## src/rtl/conv_grp_pkg.sv

```systemverilog
package conv_grp_pkg;
    typedef enum logic [1:0] {
        ST_IDLE  = 2'd0,
        ST_START = 2'd1,
        ST_WAIT  = 2'd2
    } cg_state_e;
endpackage

```

## src/rtl/conv_grp_regs.sv

```systemverilog
module conv_grp_regs #(
    parameter int NUM_GROUPS = 2,
    parameter int CH_W       = 5,
    localparam int GRP_W     = (NUM_GROUPS > 1) ? $clog2(NUM_GROUPS) : 1
) (
    input  logic                             clk,
    input  logic                             rst_n,
    input  logic                             wr_en,
    input  logic [GRP_W-1:0]                 wr_grp,
    input  logic [CH_W-1:0]                  wr_chan,
    input  logic                             wr_ie,
    output logic [NUM_GROUPS-1:0][CH_W-1:0]  chan_tbl,
    output logic [NUM_GROUPS-1:0]            ie_vec
);
    for (genvar g = 0; g < NUM_GROUPS; g++) begin : g_grp
        always_ff @(posedge clk) begin
            if (!rst_n) begin
                chan_tbl[g] <= '0;
                ie_vec[g]   <= 1'b0;
            end else if (wr_en && wr_grp == GRP_W'(g)) begin
                chan_tbl[g] <= wr_chan;
                ie_vec[g]   <= wr_ie;
            end
        end
    end
endmodule

```

## src/rtl/conv_grp_fsm.sv

```systemverilog
module conv_grp_fsm
    import conv_grp_pkg::*;
#(
    parameter int NUM_GROUPS = 2,
    localparam int GRP_W     = (NUM_GROUPS > 1) ? $clog2(NUM_GROUPS) : 1
) (
    input  logic                  clk,
    input  logic                  rst_n,
    input  logic                  wr_en,
    input  logic [GRP_W-1:0]      wr_grp,
    input  logic                  hw_mode,
    input  logic                  cont_mode,
    input  logic [NUM_GROUPS-1:0] hw_trig,
    input  logic                  conv_done,
    output logic                  conv_start,
    output logic                  conv_abort,
    output logic                  busy,
    output logic [GRP_W-1:0]      act_grp,
    output logic                  cmp_stb
);
    localparam logic [GRP_W-1:0] LAST_GRP = GRP_W'(NUM_GROUPS - 1);

    cg_state_e        state, state_nx;
    logic [GRP_W-1:0] grp_nx;
    logic [GRP_W-1:0] turn;
    logic             hit_active, sw_go, hw_go, done_ok;

    assign hit_active = wr_en && (state != ST_IDLE) && (wr_grp == act_grp);
    assign sw_go      = wr_en && !hw_mode && (wr_grp == '0);
    assign hw_go      = hw_mode && hw_trig[turn];
    assign done_ok    = (state == ST_WAIT) && conv_done && !hit_active;

    always_comb begin
        state_nx = state;
        grp_nx   = act_grp;
        unique case (state)
            ST_IDLE: begin
                if (sw_go) begin
                    state_nx = ST_START;
                    grp_nx   = '0;
                end else if (hw_go) begin
                    state_nx = ST_START;
                    grp_nx   = turn;
                end
            end
            ST_START, ST_WAIT: begin
                if (hit_active) begin
                    state_nx = sw_go ? ST_START : ST_IDLE;
                    grp_nx   = '0;
                end else if (done_ok) begin
                    if (cont_mode && !hw_mode) begin
                        state_nx = ST_START;
                        grp_nx   = '0;
                    end else begin
                        state_nx = ST_IDLE;
                    end
                end else if (state == ST_START) begin
                    state_nx = ST_WAIT;
                end
            end
            default: state_nx = ST_IDLE;
        endcase
    end

    always_ff @(posedge clk) begin
        if (!rst_n) begin
            state   <= ST_IDLE;
            act_grp <= '0;
            turn    <= '0;
        end else begin
            state   <= state_nx;
            act_grp <= grp_nx;
            if (done_ok && hw_mode)
                turn <= (turn == LAST_GRP) ? '0 : turn + GRP_W'(1);
        end
    end

    always_comb begin
        conv_start = (state == ST_START);
        busy       = (state != ST_IDLE);
        conv_abort = hit_active;
        cmp_stb    = done_ok;
    end

    assert_sw_other_grp_R3: assert property (@(posedge clk) disable iff (!rst_n)
        (!busy && !hw_mode && wr_en && wr_grp != '0) |=> !busy);
    assert_hw_no_trig_R4: assert property (@(posedge clk) disable iff (!rst_n)
        (!busy && hw_mode && hw_trig == '0) |=> !busy);
    assert_abort_ends_R9: assert property (@(posedge clk) disable iff (!rst_n)
        (conv_abort && (hw_mode || wr_grp != '0)) |=> !busy);
    assert_done_ends_R6: assert property (@(posedge clk) disable iff (!rst_n)
        (state == ST_WAIT && conv_done && !wr_en && !cont_mode) |=> !busy);
    assert_cont_restart_R11: assert property (@(posedge clk) disable iff (!rst_n)
        (cmp_stb && cont_mode && !hw_mode) |=> conv_start);
    assert_grp_held_R10: assert property (@(posedge clk) disable iff (!rst_n)
        (state == ST_WAIT && !conv_abort && !conv_done) |=> (busy && $stable(act_grp)));
endmodule

```

## src/rtl/conv_grp_results.sv

```systemverilog
module conv_grp_results #(
    parameter int NUM_GROUPS = 2,
    parameter int DATA_W     = 12,
    localparam int GRP_W     = (NUM_GROUPS > 1) ? $clog2(NUM_GROUPS) : 1
) (
    input  logic                  clk,
    input  logic                  rst_n,
    input  logic                  cmp_stb,
    input  logic [GRP_W-1:0]      cmp_grp,
    input  logic [DATA_W-1:0]     conv_data,
    input  logic                  rd_en,
    input  logic [GRP_W-1:0]      rd_grp,
    input  logic [NUM_GROUPS-1:0] ie_vec,
    output logic [DATA_W-1:0]     rd_data,
    output logic [NUM_GROUPS-1:0] flags,
    output logic                  irq
);
    logic [NUM_GROUPS-1:0][DATA_W-1:0] result;

    for (genvar g = 0; g < NUM_GROUPS; g++) begin : g_res
        always_ff @(posedge clk) begin
            if (!rst_n) begin
                result[g] <= '0;
                flags[g]  <= 1'b0;
            end else if (cmp_stb && cmp_grp == GRP_W'(g)) begin
                result[g] <= conv_data;
                flags[g]  <= 1'b1;
            end else if (rd_en && rd_grp == GRP_W'(g)) begin
                flags[g]  <= 1'b0;
            end
        end
    end

    assign rd_data = result[rd_grp];
    assign irq     = |(flags & ie_vec);

    assert_flag_set_R6: assert property (@(posedge clk) disable iff (!rst_n)
        cmp_stb |=> flags[$past(cmp_grp)]);
    assert_read_clear_R8: assert property (@(posedge clk) disable iff (!rst_n)
        (rd_en && !cmp_stb) |=> !flags[$past(rd_grp)]);
endmodule

```

## src/rtl/conv_group_ctrl.sv

```systemverilog
module conv_group_ctrl #(
    parameter int NUM_GROUPS = 2,
    parameter int CH_W       = 5,
    parameter int DATA_W     = 12,
    localparam int GRP_W     = (NUM_GROUPS > 1) ? $clog2(NUM_GROUPS) : 1
) (
    input  logic                  clk,
    input  logic                  rst_n,
    input  logic                  wr_en,
    input  logic [GRP_W-1:0]      wr_grp,
    input  logic [CH_W-1:0]       wr_chan,
    input  logic                  wr_ie,
    input  logic                  hw_mode,
    input  logic                  cont_mode,
    input  logic [NUM_GROUPS-1:0] hw_trig,
    input  logic                  rd_en,
    input  logic [GRP_W-1:0]      rd_grp,
    output logic [DATA_W-1:0]     rd_data,
    output logic                  conv_start,
    output logic [CH_W-1:0]       conv_chan,
    output logic                  conv_abort,
    input  logic                  conv_done,
    input  logic [DATA_W-1:0]     conv_data,
    output logic                  busy,
    output logic [GRP_W-1:0]      act_grp,
    output logic [NUM_GROUPS-1:0] done_flags,
    output logic                  irq
);
    logic [NUM_GROUPS-1:0][CH_W-1:0] chan_tbl;
    logic [NUM_GROUPS-1:0]           ie_vec;
    logic                            cmp_stb;

    conv_grp_regs #(.NUM_GROUPS(NUM_GROUPS), .CH_W(CH_W)) u_regs (
        .clk(clk), .rst_n(rst_n), .wr_en(wr_en), .wr_grp(wr_grp),
        .wr_chan(wr_chan), .wr_ie(wr_ie), .chan_tbl(chan_tbl), .ie_vec(ie_vec)
    );

    conv_grp_fsm #(.NUM_GROUPS(NUM_GROUPS)) u_fsm (
        .clk(clk), .rst_n(rst_n), .wr_en(wr_en), .wr_grp(wr_grp),
        .hw_mode(hw_mode), .cont_mode(cont_mode), .hw_trig(hw_trig),
        .conv_done(conv_done), .conv_start(conv_start), .conv_abort(conv_abort),
        .busy(busy), .act_grp(act_grp), .cmp_stb(cmp_stb)
    );

    conv_grp_results #(.NUM_GROUPS(NUM_GROUPS), .DATA_W(DATA_W)) u_res (
        .clk(clk), .rst_n(rst_n), .cmp_stb(cmp_stb), .cmp_grp(act_grp),
        .conv_data(conv_data), .rd_en(rd_en), .rd_grp(rd_grp), .ie_vec(ie_vec),
        .rd_data(rd_data), .flags(done_flags), .irq(irq)
    );

    assign conv_chan = chan_tbl[act_grp];

    assert_start_has_busy_R2: assert property (@(posedge clk) disable iff (!rst_n)
        conv_start |-> busy);
endmodule

```

## config.mk

```make
export PLATFORM = sky130hd
export DESIGN_NAME = conv_group_ctrl
export DESIGN_NICKNAME = d
export VERILOG_FILES = /design/src/rtl/conv_grp_pkg.sv /design/src/rtl/conv_grp_regs.sv /design/src/rtl/conv_grp_fsm.sv /design/src/rtl/conv_grp_results.sv /design/src/rtl/conv_group_ctrl.sv
export SDC_FILE = /design/constraint.sdc
export NUM_CORES = 1
export LEC_CHECK = 0
export CAP_MARGIN = 30
export CELL_PAD_IN_SITES_DETAIL_PLACEMENT = 0
export CELL_PAD_IN_SITES_GLOBAL_PLACEMENT = 1
export CORE_MARGIN = 5
export CORE_UTILIZATION = 40
export DETAILED_ROUTE_END_ITERATION = 12
export PLACE_DENSITY = 0.84
export SLEW_MARGIN = 0
export SYNTH_ARGS = -nofsm -noshare
export SYNTH_HDL_FRONTEND = slang
export SYNTH_HIERARCHICAL = 1
export SYNTH_SLANG_ARGS = --single-unit
```

## constraint.sdc

```tcl
create_clock -name clk -period 4.5 [get_ports clk]
set_input_delay 0.675 -clock clk [delete_from_list [all_inputs] [get_ports clk]]
set_output_delay 0.675 -clock clk [all_outputs]
set_load 0.01 [all_outputs]
```

==> results.json, run 1 <==
{
  "first_iter_violations": 34,
  "n_antenna_cell": 0,
  "synth_area_leader_cell": "dfxtp_1",
  "final_area_sq_um": 2684,
  "reg2reg_slack_ps": 2300,
  "clock-sinks": 42,
  "syn_to_final_growth_pct": 27.53,
  "hold_viol_final": 0,
  "drt_wl_total_mm": 4.147,
  "cts_buffers": 5,
  "grt_util_all_layers": 0.1279,
  "post-cts-setup-buffer-count": 0,
  "clock.fmax_mhz": 321.3,
  "grt_max_degree": 61,
  "synth_edf_count": 0,
  "clk_pin_slew_ps": 70,
  "cp.arrival_ps": 2440,
  "die_area_sq_um": 6812,
  "gp_congestion": 0.8551,
  "syn-num-nets": 245,
  "vias": 1562,
  "numPortBuffers": 52,
  "worst-path-max-fanout": 14,
  "status": "finished clean",
  "slew_headroom": 0.4418,
  "synth_cell_type_count": 41,
  "root_buffer": "clkbuf_8",
  "routed_via_density": 4.719,
  "min_period_over_period": 0.6917,
  "cts_resized": 0,
  "dieHeight_um": 82.54,
  "yosys.area.top_type_share": 0.3995,
  "ant_nets": 0,
  "tightestPinTransition_ps": 837.4,
  "syn_area_sq_um": 2105,
  "required_ps": 3830,
  "p_per_area_nw_per_um2": 328.0,
  "grt_pass1_wl_mm": 6.872,
  "fillers": 485,
  "start_util": 0.4121,
  "grt_overflow_total": 0,
  "cts_tree": "done",
  "layout.cells.non_filler": 331,
  "grt_setup_unrepaired": "false",
  "wl_per_cell_um": 12.53,
  "setup-tns-final_ps": 0,
  "drive_above_1_share": 0.1303,
  "rows": 26,
  "place_ws_ps": 1349,
  "ys_warn_count": 6,
  "grt_pass1_vias": 1548,
  "post_dp_cell_area_sq_um": 2597,
  "async_flop_share": 0,
  "period_needed_ps": 3113,
  "drcViolationCount": 0,
  "ys_seq_elements": 42,
  "netlist_top_cells_count": "56 x nand2_1, 42 x dfxtp_1, 36 x mux2i_1",
  "dp_hpwl_mm": 2.993,
  "synthCells": 212,
  "postCtsHoldBufs": 0,
  "grt_antenna_before_repair": 0,
  "leakage_nw": 1.108,
  "postLayoutCoreUtil": 0.5255,
  "r2r_start": "u_fsm/state[1]$_SDFFE_PN0P_",
  "worstSkewPairLatency_ps": 280,
  "first_pass_iters": 4,
  "fin_skew_ps": 9.494,
  "ys.flop_type": "dfxtp_1",
  "ios": 53,
  "crit_start": "rd_grp",
  "maxCapViolations": 0,
  "yosys-top-cells-area": "dfxtp_1 40%, mux2i_1 17%, nand2_1 10%",
  "place_inst": 323,
  "yosysMostFrequentCell": "nand2_1",
  "core_region_area_sq_um": 5107,
  "min-delay-start": "u_res/result[10]$_SDFFE_PN0P_",
  "synth_area_per_cell_sq_um": 9.927,
  "htree_levels": 2,
  "finalNetCount": 293,
  "ys_seq_area_frac": 0.3995,
  "crit_path_end_kind": "primary output",
  "cp-start-kind": "input port",
  "cts_buffer_depth": 2,
  "setup_ws_ps": 1387,
  "ir_drop_uv": 190.4,
  "slew_violations": 0,
  "worstSetupPathType": "input port to primary output",
  "min_path_type": "flip-flop to flip-flop",
  "die_w_um": 82.54,
  "setup_viol": 0
}
-- logic make-up after synthesis --
logic type	synth area share
compound gates	0.05767
xor+xnor	0.01606
fa+ha+maj	0.02378
buf+inv	0.06837
flops	0.3995
mux	0.2747
simple gates	0.1599
-- power breakdown --
group	total, mW	internal, mW	switching [mW]
sequential	0.409	0.394	0.0157
clock	0.231	0.109	0.121
combinational	0.240	0.125	0.115
-- final cells by class --
type	count	area [sq um]	area share
clock buffer	6	72.57	0.02704
sequential	42	840.8	0.3133
tap	70	87.58	0.03263
timing repair buffer	53	523.0	0.1949
clock inverter	2	13.76	0.005128
inverter	7	26.28	0.009790
multi-input combinational	151	1120	0.4172
-- worst max-delay path, stage by stage --
cell             delay (ps)
clkdlybuf4s50_1         860
mux2_2                  410
clkdlybuf4s50_1         490
-- metal layers --
metal,part of all wire,up-vias,GRT usage
met5,0,-,0
met4,0.0029,0,0.02451
met3,0.058,2,0.03471
met2,0.44,42,0.2059
met1,0.50,699,0.1726
li1,-,819,-
-- layout by cell type (no fill, tap or decap), drive strengths merged, types with 2 or more instances in the layout --
cell,count
nor2,2
a311oi,2
nand2b,3
mux2,19
clkbuf,6
ha,4
nor2b,2
and2,3
o21ai,2
clkdlybuf4s50,51
nand2,56
inv,7
clkinv,2
mux2i,36
a211oi,3
buf,2
dfxtp,42
xor2,2
a21oi,2
-- flip-flops by register name, indices dropped and copies added, names as in the netlist --
signal,flops
u_regs/ie_vec,2
u_fsm/act_grp,1
u_fsm/turn,1
u_regs/chan_tbl,10
u_res/result,24
u_res/flags,2
u_fsm/state,2
-- per-stage QoR --
step	hold slack, ps	power, mW
finish	457.4	0.8802
global placement	440.5	0.6575
global route	477.7	0.9337
floorplan	431.3	0.5775
detailed placement	447.3	0.6587
CTS	461.1	0.8928
-- final timing paths --
kind | cells past startpoint | end
min | 2 | u_res/result[10]$_SDFFE_PN0P_
max reg2reg | 7 | u_res/result[4]$_SDFFE_PN0P_
max | 3 | rd_data[0]
min reg2reg | 2 | u_res/result[10]$_SDFFE_PN0P_
Note: power is estimated with default switching activity, not from simulation.
==> run 2, diff against run 1 <==
--- a/config.mk
+++ b/config.mk
@@ -9,9 +9,9 @@
 export CELL_PAD_IN_SITES_DETAIL_PLACEMENT = 0
 export CELL_PAD_IN_SITES_GLOBAL_PLACEMENT = 1
 export CORE_MARGIN = 5
-export CORE_UTILIZATION = 40
+export CORE_UTILIZATION = 33
 export DETAILED_ROUTE_END_ITERATION = 12
-export PLACE_DENSITY = 0.84
+export PLACE_DENSITY = 0.74
 export SLEW_MARGIN = 0
 export SYNTH_ARGS = -nofsm -noshare
 export SYNTH_HDL_FRONTEND = slang
==> constraint.sdc (replaced) <==
create_clock -name clk -period 2.56 [get_ports clk]
set_input_delay 0.384 -clock clk [delete_from_list [all_inputs] [get_ports clk]]
set_output_delay 0.384 -clock clk [all_outputs]
set_load 0.01 [all_outputs]
==> run 2 against run 1 <==
Clock power grew to 2.7 times the previous value. Critical path depth grew 3. Total power grew 100%. Cell count grew 3.0%. Hold slack is essentially flat. Critical path type is now flip-flop to primary output. Largest power group unchanged.
==> results.json, run 2 (synthesized netlist as in run 1, its figures left out) <==
{
  "grt_max_degree": 34,
  "crit_path_end_kind": "primary output",
  "ir_drop_uv": 389.5,
  "fin_skew_ps": 3.499,
  "post-cts-setup-buffer-count": 0,
  "top_regs": "u_res/result (24), u_regs/chan_tbl (10)",
  "min_path_type": "flip-flop to flip-flop",
  "r2r_start": "u_fsm/state[0]$_SDFFE_PN0P_",
  "gp_congestion": 0.7847,
  "drt_wl_total_mm": 4.381,
  "vias": 1575,
  "numPortBuffers": 52,
  "regMostFlops": "u_res/result",
  "grt_pass1_vias": 1698,
  "finalNetCount": 296,
  "required_ps": 2180,
  "cts_tree": "done",
  "hold_viol_final": 0,
  "worstSkewPairLatency_ps": 290,
  "htree_levels": 2,
  "die_area_sq_um": 8075,
  "setup-tns-final_ps": 0,
  "crit_path_cell_trace": "inv_1, ha_1, nor2b_2, nand2_1, inv_1, clkdlybuf4s50_1",
  "slew_violations": 0,
  "final_area_sq_um": 2766,
  "routed_via_density": 4.619,
  "final_common_cell": "nand2_1",
  "rr_worst_depth": 8,
  "clock-sinks": 42,
  "hold_depth": 2,
  "cp-start-kind": "flip-flop",
  "grt_antenna_before_repair": 0,
  "most-common-layout-cells": "56 x nand2_1, 51 x clkdlybuf4s50_1, 42 x dfxtp_1",
  "first_iter_violations": 31,
  "slowest_stage": "clkdlybuf4s50_1",
  "ios": 53,
  "postCtsHoldBufs": 0,
  "grt_setup_unrepaired": "false",
  "drive_above_1_share": 0.1439,
  "cp_common_cell": "inv_1",
  "leakage_nw": 1.145,
  "grt_util_all_layers": 0.1154,
  "maxCapViolations": 0,
  "p_per_area_nw_per_um2": 640.0,
  "tightestPinTransition_ps": 519.9,
  "drcViolationCount": 0,
  "fillers": 629,
  "post_dp_cell_area_sq_um": 2629,
  "worst-path-max-fanout": 5,
  "largest_reg_flops": 24,
  "cts_buffers": 5,
  "r2r-end": "u_res/result[7]$_SDFFE_PN0P_",
  "grt_pass1_wl_mm": 7.900,
  "status": "finished clean",
  "clock.fmax_mhz": 424.3,
  "cp.arrival_ps": 1970,
  "wl_per_cell_um": 12.85,
  "period_needed_ps": 2357,
  "ant_nets": 0,
  "core_region_area_sq_um": 6277,
  "setup_ws_ps": 202.9,
  "min_period_over_period": 0.9207,
  "slowest_delay_ps": 540,
  "place_ws_ps": 252.4,
  "cts_resized": 0,
  "setup_viol": 0,
  "rows": 29,
  "dieHeight_um": 89.86,
  "root_buffer": "clkbuf_8",
  "reg2reg_slack_ps": 680,
  "cts_buffer_depth": 2,
  "syn_to_final_growth_pct": 31.45,
  "min-delay-start": "u_res/result[13]$_SDFFE_PN0P_",
  "whs_endpoint": "u_res/result[13]$_SDFFE_PN0P_",
  "grt_overflow_total": 0,
  "die_w_um": 89.86,
  "dp_hpwl_mm": 3.168,
  "worstSetupPathType": "flip-flop to primary output",
  "crit_start": "u_fsm/state[0]$_SDFFE_PN0P_",
  "slew_headroom": 0.6529,
  "first_pass_iters": 4,
  "n_antenna_cell": 0,
  "start_util": 0.3353,
  "clk_pin_slew_ps": 80
}
run 2: changes by cell type in the layout (fill, tap and decap cells not counted):
cell | previous run | this run
buf_4 | 1 | 4
clkbuf_1 | 1 | 0
clkinv_2 | 1 | 0
bufinv_16 | 0 | 2
run 2: worst max-delay path, delay by kind of cell (launching register included):
kind | cells | cell delay (ps)
buffers and inverters | 3 | 710
DFF | 1 | 390
and+or+nand+nor | 2 | 290
adders and majority gates | 1 | 280
run 2: metal layers:
layer / routed length, um / up-vias / global-route usage
li1: - / 821 / -
met1: 2205 / 706 / 0.1532
met2: 1864 / 43 / 0.1805
met3: 268 / 5 / 0.03756
met4: 42 / 0 / 0.02978
met5: 0 / - / 0
run 2: how the worst max path moves through the flow:
stage                                  end  slack [ps]  cells after the start
3_5_place_dp                    conv_abort         250                      5
5_1_grt                         conv_abort          70                      6
3_3_place_gp                    conv_abort         240                      5
4_1_cts                         conv_abort         200                      6
2_1_floorplan  u_res/flags[1]$_SDFFE_PN0P_         800                      9
6_report                        conv_abort         200                      6
run 2: final cells by class:
| class | instances | area, sq um | area share |
|---|---|---|---|
| Clock inverter | 3 | 68.82 | 0.02488 |
| Inverter | 7 | 26.28 | 0.009498 |
| Tap cell | 77 | 96.34 | 0.03483 |
| Timing Repair Buffer | 56 | 545.5 | 0.1972 |
| Sequential cell | 42 | 840.8 | 0.3039 |
| Multi-Input combinational cell | 151 | 1120 | 0.4048 |
| Clock buffer | 5 | 68.82 | 0.02488 |
run 2: through the flow:
stage	std cells	hold slack, ps	util	total power [mW]
finish	341	456.9	0.4407	1.770
global route	341	482.4	0.4407	1.873
CTS	341	460.7	0.4407	1.799
detailed placement	333	445.7	0.4188	1.165
global placement	333	439.0	0.4188	1.165
floorplan	212	431.3	-	1.015
run 2: power by group:
| group | switching, mW | total, mW | internal [mW] |
|---|---|---|---|
| Clock | 0.230 | 0.621 | 0.391 |
| Combinational | 0.207 | 0.430 | 0.223 |
| Sequential | 0.0271 | 0.719 | 0.692 |
==> run 3, diff against run 2 <==
--- a/config.mk
+++ b/config.mk
@@ -12,6 +12,7 @@
 export CORE_UTILIZATION = 33
 export DETAILED_ROUTE_END_ITERATION = 12
 export PLACE_DENSITY = 0.74
+export SETUP_SLACK_MARGIN = 0.15
 export SLEW_MARGIN = 0
 export SYNTH_ARGS = -nofsm -noshare
 export SYNTH_HDL_FRONTEND = slang
==> run 3 against run 2 <==
Non-clock buffer count is 1 higher. Setup slack better by 56 ps. Clock skew hardly changed. Register-to-register slack better by 20 ps. Cell count is 0.29% higher. Critical path depth stayed put. Sequential cell count stayed put. Clock power hardly changed. Critical endpoint unchanged.
==> results.json, run 3 (synthesized netlist as in run 1, its figures left out) <==
{
  "status": "finished clean",
  "drive_above_1_share": 0.1509,
  "syn_to_final_growth_pct": 31.87,
  "cts_tree": "done",
  "clock-sinks": 42,
  "n_antenna_cell": 0,
  "worstSetupPathType": "flip-flop to primary output",
  "crit_path_cell_trace": "inv_1, ha_1, nor2b_2, nand2_1, inv_1, clkdlybuf4s50_1",
  "period_needed_ps": 2301,
  "drt_wl_total_mm": 4.394,
  "vias": 1589,
  "grt_pass1_wl_mm": 7.900,
  "leakage_nw": 1.151,
  "gp_congestion": 0.7847,
  "rows": 29,
  "dieHeight_um": 89.86,
  "maxCapViolations": 0,
  "routed_via_density": 4.646,
  "grt_max_degree": 34,
  "die_w_um": 89.86,
  "grt_antenna_before_repair": 0,
  "first_pass_iters": 4,
  "min_period_over_period": 0.8990,
  "multi_input_area_sq_um": 1120,
  "grt_overflow_total": 0,
  "setup_viol": 0,
  "ir_drop_uv": 387.8,
  "die_area_sq_um": 8075,
  "slew_violations": 0,
  "crit_cells": 6,
  "cp-start-kind": "flip-flop",
  "root_buffer": "clkbuf_8",
  "slowest_stage": "clkdlybuf4s50_1",
  "ant_nets": 0,
  "regMostFlops": "u_res/result",
  "dp_hpwl_mm": 3.168,
  "worstSkewPairLatency_ps": 290,
  "cp.arrival_ps": 1920,
  "required_ps": 2180,
  "slowest_delay_ps": 540,
  "numPortBuffers": 52,
  "cts_buffers": 5,
  "worst-path-max-fanout": 5,
  "clk_pin_slew_ps": 80,
  "core_region_area_sq_um": 6277,
  "grt_setup_unrepaired": "false",
  "start_util": 0.3353,
  "first_iter_violations": 30,
  "drcViolationCount": 0,
  "grt_pass1_vias": 1698,
  "rr_worst_depth": 6,
  "seq_area_sq_um": 842.1,
  "hold_viol_final": 0,
  "fillers": 628,
  "clock.fmax_mhz": 434.5,
  "largest_reg_flops": 24,
  "min_path_type": "flip-flop to flip-flop",
  "post_dp_cell_area_sq_um": 2629,
  "hold_depth": 2,
  "slew_headroom": 0.6910,
  "top_regs": "u_res/result (24), u_regs/chan_tbl (10)",
  "cp_num_buf_inv": 3,
  "final_common_cell": "nand2_1",
  "crit_path_end_kind": "primary output",
  "final_area_sq_um": 2775,
  "wl_per_cell_um": 12.85,
  "p_per_area_nw_per_um2": 640.5,
  "most-common-layout-cells": "56 x nand2_1, 51 x clkdlybuf4s50_1, 41 x dfxtp_1",
  "tightestPinTransition_ps": 463.5,
  "setup-tns-final_ps": 0,
  "finalNetCount": 297,
  "grt_util_all_layers": 0.1154,
  "ios": 53,
  "cts_buffer_depth": 2,
  "fin_skew_ps": 3.907,
  "htree_levels": 2,
  "cp_common_cell": "inv_1",
  "crit_family": "buffers and inverters"
}
## run 3: changes by cell type in the layout (fill, tap and decap cells not counted), sizes merged
cell  delta
buf      +1
## run 3: layer usage
metal,vias up,wire length [um],GRT usage
met5,-,0,0
met4,0,42,0.02978
met3,5,270,0.03756
met2,45,1876,0.1805
met1,716,2204,0.1532
li1,823,-,-
## run 3: area by class of cell
cell class              instances  area share
clock inverters                 3     0.02480
flip-flops and latches         42      0.3034
clock buffers                   5     0.02480
multi-input cells             151      0.4035
well taps                      77     0.03472
inverters                       7    0.009468
repair buffers                 57      0.1993
## run 3: stage by stage
stage,power (mW),setup WS (ps),util,hold slack (ps),instances
floorplan,1.015,801.8,-,431.3,212
global placement,1.165,236.3,0.4188,439.0,333
detailed placement,1.165,252.4,0.4188,445.7,333
CTS,1.799,195.1,0.4407,460.7,341
global route,1.879,158.4,0.4421,482.4,342
finish,1.777,258.7,0.4421,457.0,342
## run 3: report_power, final
group | total, mW | internal, mW | leakage (nW) | switching, mW
logic | 0.437 | 0.229 | 0.742 | 0.209
clock network | 0.621 | 0.391 | 0.0683 | 0.230
registers | 0.719 | 0.692 | 0.341 | 0.0272
## run 3: final timing paths
check                                 from                       endpoint  slack [ps]
min          u_res/result[13]$_SDFFE_PN0P_  u_res/result[13]$_SDFFE_PN0P_         460
max            u_fsm/state[0]$_SDFFE_PN0P_                     conv_abort         260
max reg2reg    u_fsm/state[0]$_SDFFE_PN0P_    u_fsm/state[1]$_SDFFE_PN0P_         700
min reg2reg  u_res/result[13]$_SDFFE_PN0P_  u_res/result[13]$_SDFFE_PN0P_         460
## run 3: timing repair
item	CTS	global route
resized for setup	0	1
setup buffers	0	1
hold endpoints to repair	0	0
hold buffers	0	0
endpoints found under the setup margin	0	1
## run 3: tightest hold or removal path, delay by kind of cell, from the launching register on
family	cells	cell delay, ps
flops	1	310
simple gates	1	50
mux	1	50
